[src/rtl/simd_pkg.sv]
package simd_pkg;
  localparam int SEG_W  = 8;
  localparam int NSEG   = 8;
  localparam int DATA_W = SEG_W * NSEG;
  localparam int MODE_W = 2;

  typedef enum logic [MODE_W-1:0] {
    LANE8  = 2'd0,
    LANE16 = 2'd1,
    LANE32 = 2'd2,
    LANE64 = 2'd3
  } lane_mode_e;

  // Segments per lane for a mode code.
  function automatic int segs_per_lane(input logic [MODE_W-1:0] m);
    return 1 << m;
  endfunction

  // Bit k set when segment k is the lowest segment of a lane.
  function automatic logic [NSEG-1:0] lane_start_mask(input logic [MODE_W-1:0] m);
    logic [NSEG-1:0] r;
    int nb;
    nb = segs_per_lane(m);
    r = '0;
    for (int k = 0; k < NSEG; k++) begin
      if ((k % nb) == 0) r[k] = 1'b1;
    end
    return r;
  endfunction

  // Bit k set when segment k is the highest segment of a lane.
  function automatic logic [NSEG-1:0] lane_top_mask(input logic [MODE_W-1:0] m);
    logic [NSEG-1:0] r;
    int nb;
    nb = segs_per_lane(m);
    r = '0;
    for (int k = 0; k < NSEG; k++) begin
      if ((k % nb) == nb - 1) r[k] = 1'b1;
    end
    return r;
  endfunction

  // One segment of the adder: {carry, sum} of a + (b ^ inv) + cin.
  function automatic logic [SEG_W:0] seg_add(input logic [SEG_W-1:0] a,
                                             input logic [SEG_W-1:0] b,
                                             input logic inv,
                                             input logic cin);
    return {1'b0, a} + {1'b0, b ^ {SEG_W{inv}}} + {{SEG_W{1'b0}}, cin};
  endfunction
endpackage

[src/rtl/lane_decode.sv]
module lane_decode
  import simd_pkg::*;
(
  input  logic [MODE_W-1:0] lane_mode,
  output logic [NSEG-1:0]   start_mask,
  output logic [NSEG-1:0]   top_mask
);
  always_comb begin
    start_mask = lane_start_mask(lane_mode);
    top_mask   = lane_top_mask(lane_mode);
  end
endmodule

[src/rtl/seg_adder.sv]
module seg_adder
  import simd_pkg::*;
(
  input  logic [SEG_W-1:0] a,
  input  logic [SEG_W-1:0] b,
  input  logic             inv,
  input  logic             cin,
  output logic [SEG_W-1:0] s,
  output logic             cout
);
  logic [SEG_W:0] t;
  always_comb begin
    t    = seg_add(a, b, inv, cin);
    s    = t[SEG_W-1:0];
    cout = t[SEG_W];
  end
endmodule

[src/rtl/split_add_core.sv]
module split_add_core
  import simd_pkg::*;
(
  input  logic [DATA_W-1:0] a,
  input  logic [DATA_W-1:0] b,
  input  logic              sub_en,
  input  logic [NSEG-1:0]   start_mask,
  output logic [DATA_W-1:0] sum,
  output logic [NSEG-1:0]   cout_vec,
  output logic [NSEG-1:0]   cin_vec
);
  genvar k;
  generate
    for (k = 0; k < NSEG; k++) begin : g_seg
      if (k == 0) begin : g_low
        assign cin_vec[k] = sub_en;
      end else begin : g_up
        // carry crosses only when segment k does not open a lane
        assign cin_vec[k] = start_mask[k] ? sub_en : cout_vec[k-1];
      end
      seg_adder u_seg (
        .a    (a[k*SEG_W +: SEG_W]),
        .b    (b[k*SEG_W +: SEG_W]),
        .inv  (sub_en),
        .cin  (cin_vec[k]),
        .s    (sum[k*SEG_W +: SEG_W]),
        .cout (cout_vec[k])
      );
    end
  endgenerate
endmodule

[src/rtl/simd_split_adder.sv]
module simd_split_adder
  import simd_pkg::*;
(
  input  logic              clk,
  input  logic              rst_n,
  input  logic              in_valid,
  input  logic [MODE_W-1:0] lane_mode,
  input  logic              sub_en,
  input  logic [DATA_W-1:0] opa,
  input  logic [DATA_W-1:0] opb,
  output logic              out_valid,
  output logic [DATA_W-1:0] sum,
  output logic [NSEG-1:0]   lane_carry
);
  logic [NSEG-1:0]   start_mask;
  logic [NSEG-1:0]   top_mask;
  logic [DATA_W-1:0] core_sum;
  logic [NSEG-1:0]   core_cout;
  logic [NSEG-1:0]   core_cin;

  lane_decode u_decode (
    .lane_mode  (lane_mode),
    .start_mask (start_mask),
    .top_mask   (top_mask)
  );

  split_add_core u_core (
    .a          (opa),
    .b          (opb),
    .sub_en     (sub_en),
    .start_mask (start_mask),
    .sum        (core_sum),
    .cout_vec   (core_cout),
    .cin_vec    (core_cin)
  );

  always_ff @(posedge clk) begin
    if (!rst_n) begin
      out_valid  <= 1'b0;
      sum        <= '0;
      lane_carry <= '0;
    end else begin
      out_valid <= in_valid;
      if (in_valid) begin
        sum        <= core_sum;
        lane_carry <= core_cout & top_mask;
      end
    end
  end


  valid_follow_chk: assert property (@(posedge clk) disable iff (!rst_n)
    in_valid |=> out_valid);

  valid_idle_chk: assert property (@(posedge clk) disable iff (!rst_n)
    !in_valid |=> !out_valid);

  hold_chk: assert property (@(posedge clk) disable iff (!rst_n)
    !in_valid |=> ($stable(sum) && $stable(lane_carry)));

  unused_carry_chk: assert property (@(posedge clk) disable iff (!rst_n)
    in_valid |=> ((lane_carry & ~$past(top_mask)) == '0));

  cin_inject_chk: assert property (@(posedge clk) disable iff (!rst_n)
    in_valid |-> ((core_cin & start_mask) == (sub_en ? start_mask : '0)));

  wide_carry_chk: assert property (@(posedge clk) disable iff (!rst_n)
    (in_valid && lane_mode == LANE64) |=> ($countones(lane_carry) <= 1 && lane_carry[NSEG-2:0] == '0));
endmodule

[config.mk]
export PLATFORM = sky130hd
export DESIGN_NAME = simd_split_adder
export DESIGN_NICKNAME = d
export VERILOG_FILES = /design/src/rtl/simd_pkg.sv /design/src/rtl/lane_decode.sv /design/src/rtl/seg_adder.sv /design/src/rtl/split_add_core.sv /design/src/rtl/simd_split_adder.sv
export SDC_FILE = /design/constraint.sdc
export NUM_CORES = 1
export LEC_CHECK = 0
export BUFFER_PORTS_ARGS = -buffer_cell sky130_fd_sc_hd__buf_2
export CORE_MARGIN = 2
export CORE_UTILIZATION = 30
export DETAILED_ROUTE_END_ITERATION = 16
export GPL_TIMING_DRIVEN = 0
export PLACE_DENSITY = 0.53
export SETUP_SLACK_MARGIN = 0.2
export SLEW_MARGIN = 5
export SYNTH_ARGS = -nofsm -noshare
export SYNTH_HDL_FRONTEND = slang
export SYNTH_SLANG_ARGS = --single-unit
[constraint.sdc]
create_clock -name clk -period 53.3 [get_ports clk]
set_input_delay 10.66 -clock clk [delete_from_list [all_inputs] [get_ports clk]]
set_output_delay 10.66 -clock clk [all_outputs]
set_load 0.02 [all_outputs]
==> run_results.csv <==
group,metric,value,unit
outcome,run_status,"finished, final reports clean",
pwr,power.density_cell_area,26.2,mW/mm^2
timing,maxClockFrequency,36.8,MHz
die,floorplan.core_area,0.0267,sq mm
grt,grt-ovfl-total,0,
clock_tree,cts_hold_repair.buffers,0,
die,chipHeight,168,um
clock_tree,clock_tree.root_cell,"sky130_fd_sc_hd__clkbuf_16",
clock_tree,total_setup_buffers_inserted_after_cts,0,
drt,ant_nets,0,
synthesis,synthArstFlopShare,0,%
grt,gr-usage-all-layers,20.0,%
clock_tree,cts_buffer_depth,2,
critical_path,timing.reg2reg.setup_slack,52570,ps
timing,fin_skew,0,ps
critical_path,required_time_of_the_critical_path,53540,ps
critical_path,r2r-end,"lane_carry[1]$_SDFFE_PN0P_",
critical_path,critPathArrivalTime,27440,ps
synthesis,ys.flop_type,"sky130_fd_sc_hd__dfxtp_1",
die,floorplan.initialDensity,30.3,%
timing,slew_headroom,22.1,%
cells_and_area,layout.cells.most_common,"sky130_fd_sc_hd__buf_2",
die,chipWidth,168,um
clock_tree,cts_resized,0,
critical_path,criticalPathCategory,"primary input to register",
pwr,total_leakage_power,4.80,nW
timing,rsz_0062_raised_after_global_routing,"false",
critical_path,critPathMostFrequentCell,"sky130_fd_sc_hd__a21o_1",
place,port_buffers,203,
pwr,share_clk_of_total_power,23.7,%
drt,route.vias.total,7863,
critical_path,ff2ff_path_depth,2,
drt,drtPass1Iterations,5,
timing,worst-slew-pin-transition,1170,ps
clock_tree,cts.sink_count,73,
worst_hold_path,timing.hold.worst_endpoint,"sum[0]$_SDFFE_PN0P_",
grt,met3_usage,5.71,%
die,std_cell_rows,60,
worst_hold_path,worst_hold_path_cell_count,1,
job,timing.max_cap.violations,0,
pwr,power_frac_seq,25.4,%
clock_tree,cts_made_buffers,9,
timing,setup_total_negative_slack,0,ps
timing,period_share,51.0,%
critical_path,crit_path_top_delay_cell,"sky130_fd_sc_hd__clkbuf_1",
drt,initialDrtViolationCount,484,
drt,drc_errors,0,
synthesis,syn_avg_cell_area,8.56,sq um
clock_tree,cts.htree.levels,3,
critical_path,timing.critical_path.max_delay_family,"compound AO/OA/AOI/OAI gates",
grt,grt_busiest_layer,"met2",
cells_and_area,drive_gt1_share,22.8,%
cells_and_area,layout.cells.most_common_list,"sky130_fd_sc_hd__buf_2 (210), sky130_fd_sc_hd__xor2_1 (84), sky130_fd_sc_hd__dfxtp_1 (73)",
synthesis,ys.warnings.count,0,
grt,grt_first_pass_wirelength,44000,um
clock_tree,tritoncts,"done",
clock_tree,clk_transition_reported_paths,70,ps
synthesis,number_of_enable_flip_flop_cells_after_synthesis,0,
cells_and_area,fillerInstances,2859,
synthesis,synthesis.area,0.00810,sq mm
pwr,report.power.total,0.257,mW
synthesis,synth_cell_type_count,100,
drt,wire_per_inst,18.9,um
cells_and_area,area.sequential,0.00146,sq mm
timing,hold_viol,0,
pwr,maximum_vdd_drop,0.0155,mV
synthesis,yosysSeqAreaShare,18.0,%
grt,grt_pass1_vias,7795,
clock_tree,worstSkewPairLatency,340,ps
timing,final-setup-viol-count,0,
pwr,netSwitchingPower,0.109,mW
timing,final.min_clock_period,27200,ps
grt,grt.met2_usage,33.6,%
critical_path,worst-path-max-fanout,10,
die,die-area,0.0283,sq mm
cells_and_area,layout-area-overhead-vs-synth,21.4,%
pwr,internal-power,0.148,mW
drt,drt_wl_total,28500,um
worst_hold_path,hold_path.startpoint,"sum[0]$_SDFFE_PN0P_",
critical_path,endpoint_kind,"register",
synthesis,synth_cells,946,
place,place_congestion,0.898,
cells_and_area,multiInputGateArea,0.00628,sq mm
synthesis,synth_seq_cells,73,
grt,groute.layer.met1.usage,24.6,%
pwr,power.share.switching,42.5,%
cells_and_area,final_nets,1380,
grt,grt_antenna_before_repair,6,
critical_path,setup.worst_path.start_class,"primary input",
critical_path,cpPeakStageDelay,760,ps
worst_hold_path,hold_path.class,"register to register",
drt,post_drt_via_cell_ratio,5.22,
timing,report.final.slew_viol_count,0,
critical_path,cp_num_buf_inv,2,
grt,grt_start_max_net_pins,15,
pwr,pwr-share-comb,50.8,%
die,num_io_pins,207,
critical_path,r2r_start,"lane_carry[1]$_SDFFE_PN0P_",
place,dp.final_hpwl,23300,um
synthesis,syn-num-nets,1166,
-- cells in the mapped netlist, types with 9 or more instances --
cell type                  instances  area share, %
sky130_fd_sc_hd__o21ai_0          39            2.4
sky130_fd_sc_hd__nor2b_1          67            5.2
sky130_fd_sc_hd__mux2i_1          51            6.3
sky130_fd_sc_hd__inv_1            42            1.9
sky130_fd_sc_hd__clkbuf_1         20           0.93
sky130_fd_sc_hd__ha_1             71             11
sky130_fd_sc_hd__xnor2_1          33            3.6
sky130_fd_sc_hd__fa_1             15            3.7
sky130_fd_sc_hd__o211a_1          17            2.1
sky130_fd_sc_hd__nor3_1           10           0.62
sky130_fd_sc_hd__nand3_1          13           0.80
sky130_fd_sc_hd__nand2b_1         16            1.2
sky130_fd_sc_hd__nor2_1           40            1.9
sky130_fd_sc_hd__dfxtp_1          73             18
sky130_fd_sc_hd__a31oi_1           9           0.70
sky130_fd_sc_hd__xor2_1           84            9.1
sky130_fd_sc_hd__buf_1            15           0.70
sky130_fd_sc_hd__nand2_1          56            2.6
sky130_fd_sc_hd__a21oi_1          40            2.5
sky130_fd_sc_hd__a21o_1           54            5.0
-- registers in the layout, summed over array words and instances (netlist names) --
signal,count
lane_carry,8
out_valid,1
sum,64
-- metrics by stage --
stage | hold slack [ps] | area [sq um] | setup slack, ps | std cells | util [%]
floorplan | 552 | 8100 | 28560 | 946 | -
global placement | 456 | 9540 | 25670 | 1490 | 35.7
detailed placement | 461 | 9540 | 25540 | 1490 | 35.7
CTS | 478 | 9830 | 25870 | 1506 | 36.8
global route | 501 | 9830 | 24900 | 1507 | 36.8
finish | 476 | 9830 | 26100 | 1507 | 36.8
-- how the worst max path moves through the flow --
stage	start	end	slack, ps	cells past startpoint
4_1_cts	sub_en	lane_carry[7]$_SDFFE_PN0P_	25870	86
3_5_place_dp	sub_en	lane_carry[7]$_SDFFE_PN0P_	25540	86
6_report	sub_en	lane_carry[7]$_SDFFE_PN0P_	26100	86
5_1_grt	sub_en	lane_carry[7]$_SDFFE_PN0P_	24900	86
3_3_place_gp	sub_en	lane_carry[7]$_SDFFE_PN0P_	25670	86
2_1_floorplan	sub_en	lane_carry[7]$_SDFFE_PN0P_	28560	86
-- routing by layer --
metal | up-vias | wire [um]
met2 | 271 | 13300
met3 | 55 | 2090
met4 | 10 | 807
li1 | 3847 | -
met5 | - | 53
met1 | 3680 | 12200
-- layout make-up --
type | instances | share of cell area, %
antenna | 1 | 0.0254
clock inverter | 6 | 0.509
buffer | 46 | 2.04
sequential | 73 | 14.9
inverter | 42 | 1.60
timing repair buffer | 203 | 10.3
tap | 341 | 4.34
clock buffer | 10 | 2.43
multi-input combinational | 785 | 63.9
-- cells by family (layout without fill, tap and decap cells) --
logic type               after synthesis  after routing  share of synthesized area, %
AO/OA/AOI/OAI                        270            270                          25.8
flip-flops                            73             73                          18.0
adder cells (fa/ha/maj)               86             86                          14.7
AND/OR/NAND/NOR                      259            259                          17.8
multiplexers                          53             53                          6.58
other                                  0              1                             0
XOR/XNOR                             117            117                          12.7
buffers and inverters                 88            307                          4.42
-- power groups by stage --
| stage | clock [mW] | sequential, mW | combinational [mW] |
|---|---|---|---|
| floorplan | 0 | 0.0754 | 0.0838 |
| global placement | 0 | 0.0665 | 0.130 |
| detailed placement | 0 | 0.0666 | 0.130 |
| CTS | 0.0625 | 0.0655 | 0.131 |
| global route | 0.0646 | 0.0663 | 0.144 |
| finish | 0.0611 | 0.0655 | 0.131 |
-- worst register-to-register path, stage by stage, from the launching register on --
cell and delay, ps:
sky130_fd_sc_hd__dfxtp_1 310, sky130_fd_sc_hd__nor2b_1 120, sky130_fd_sc_hd__o21a_1 200
Power figures use the tool's default switching activity.
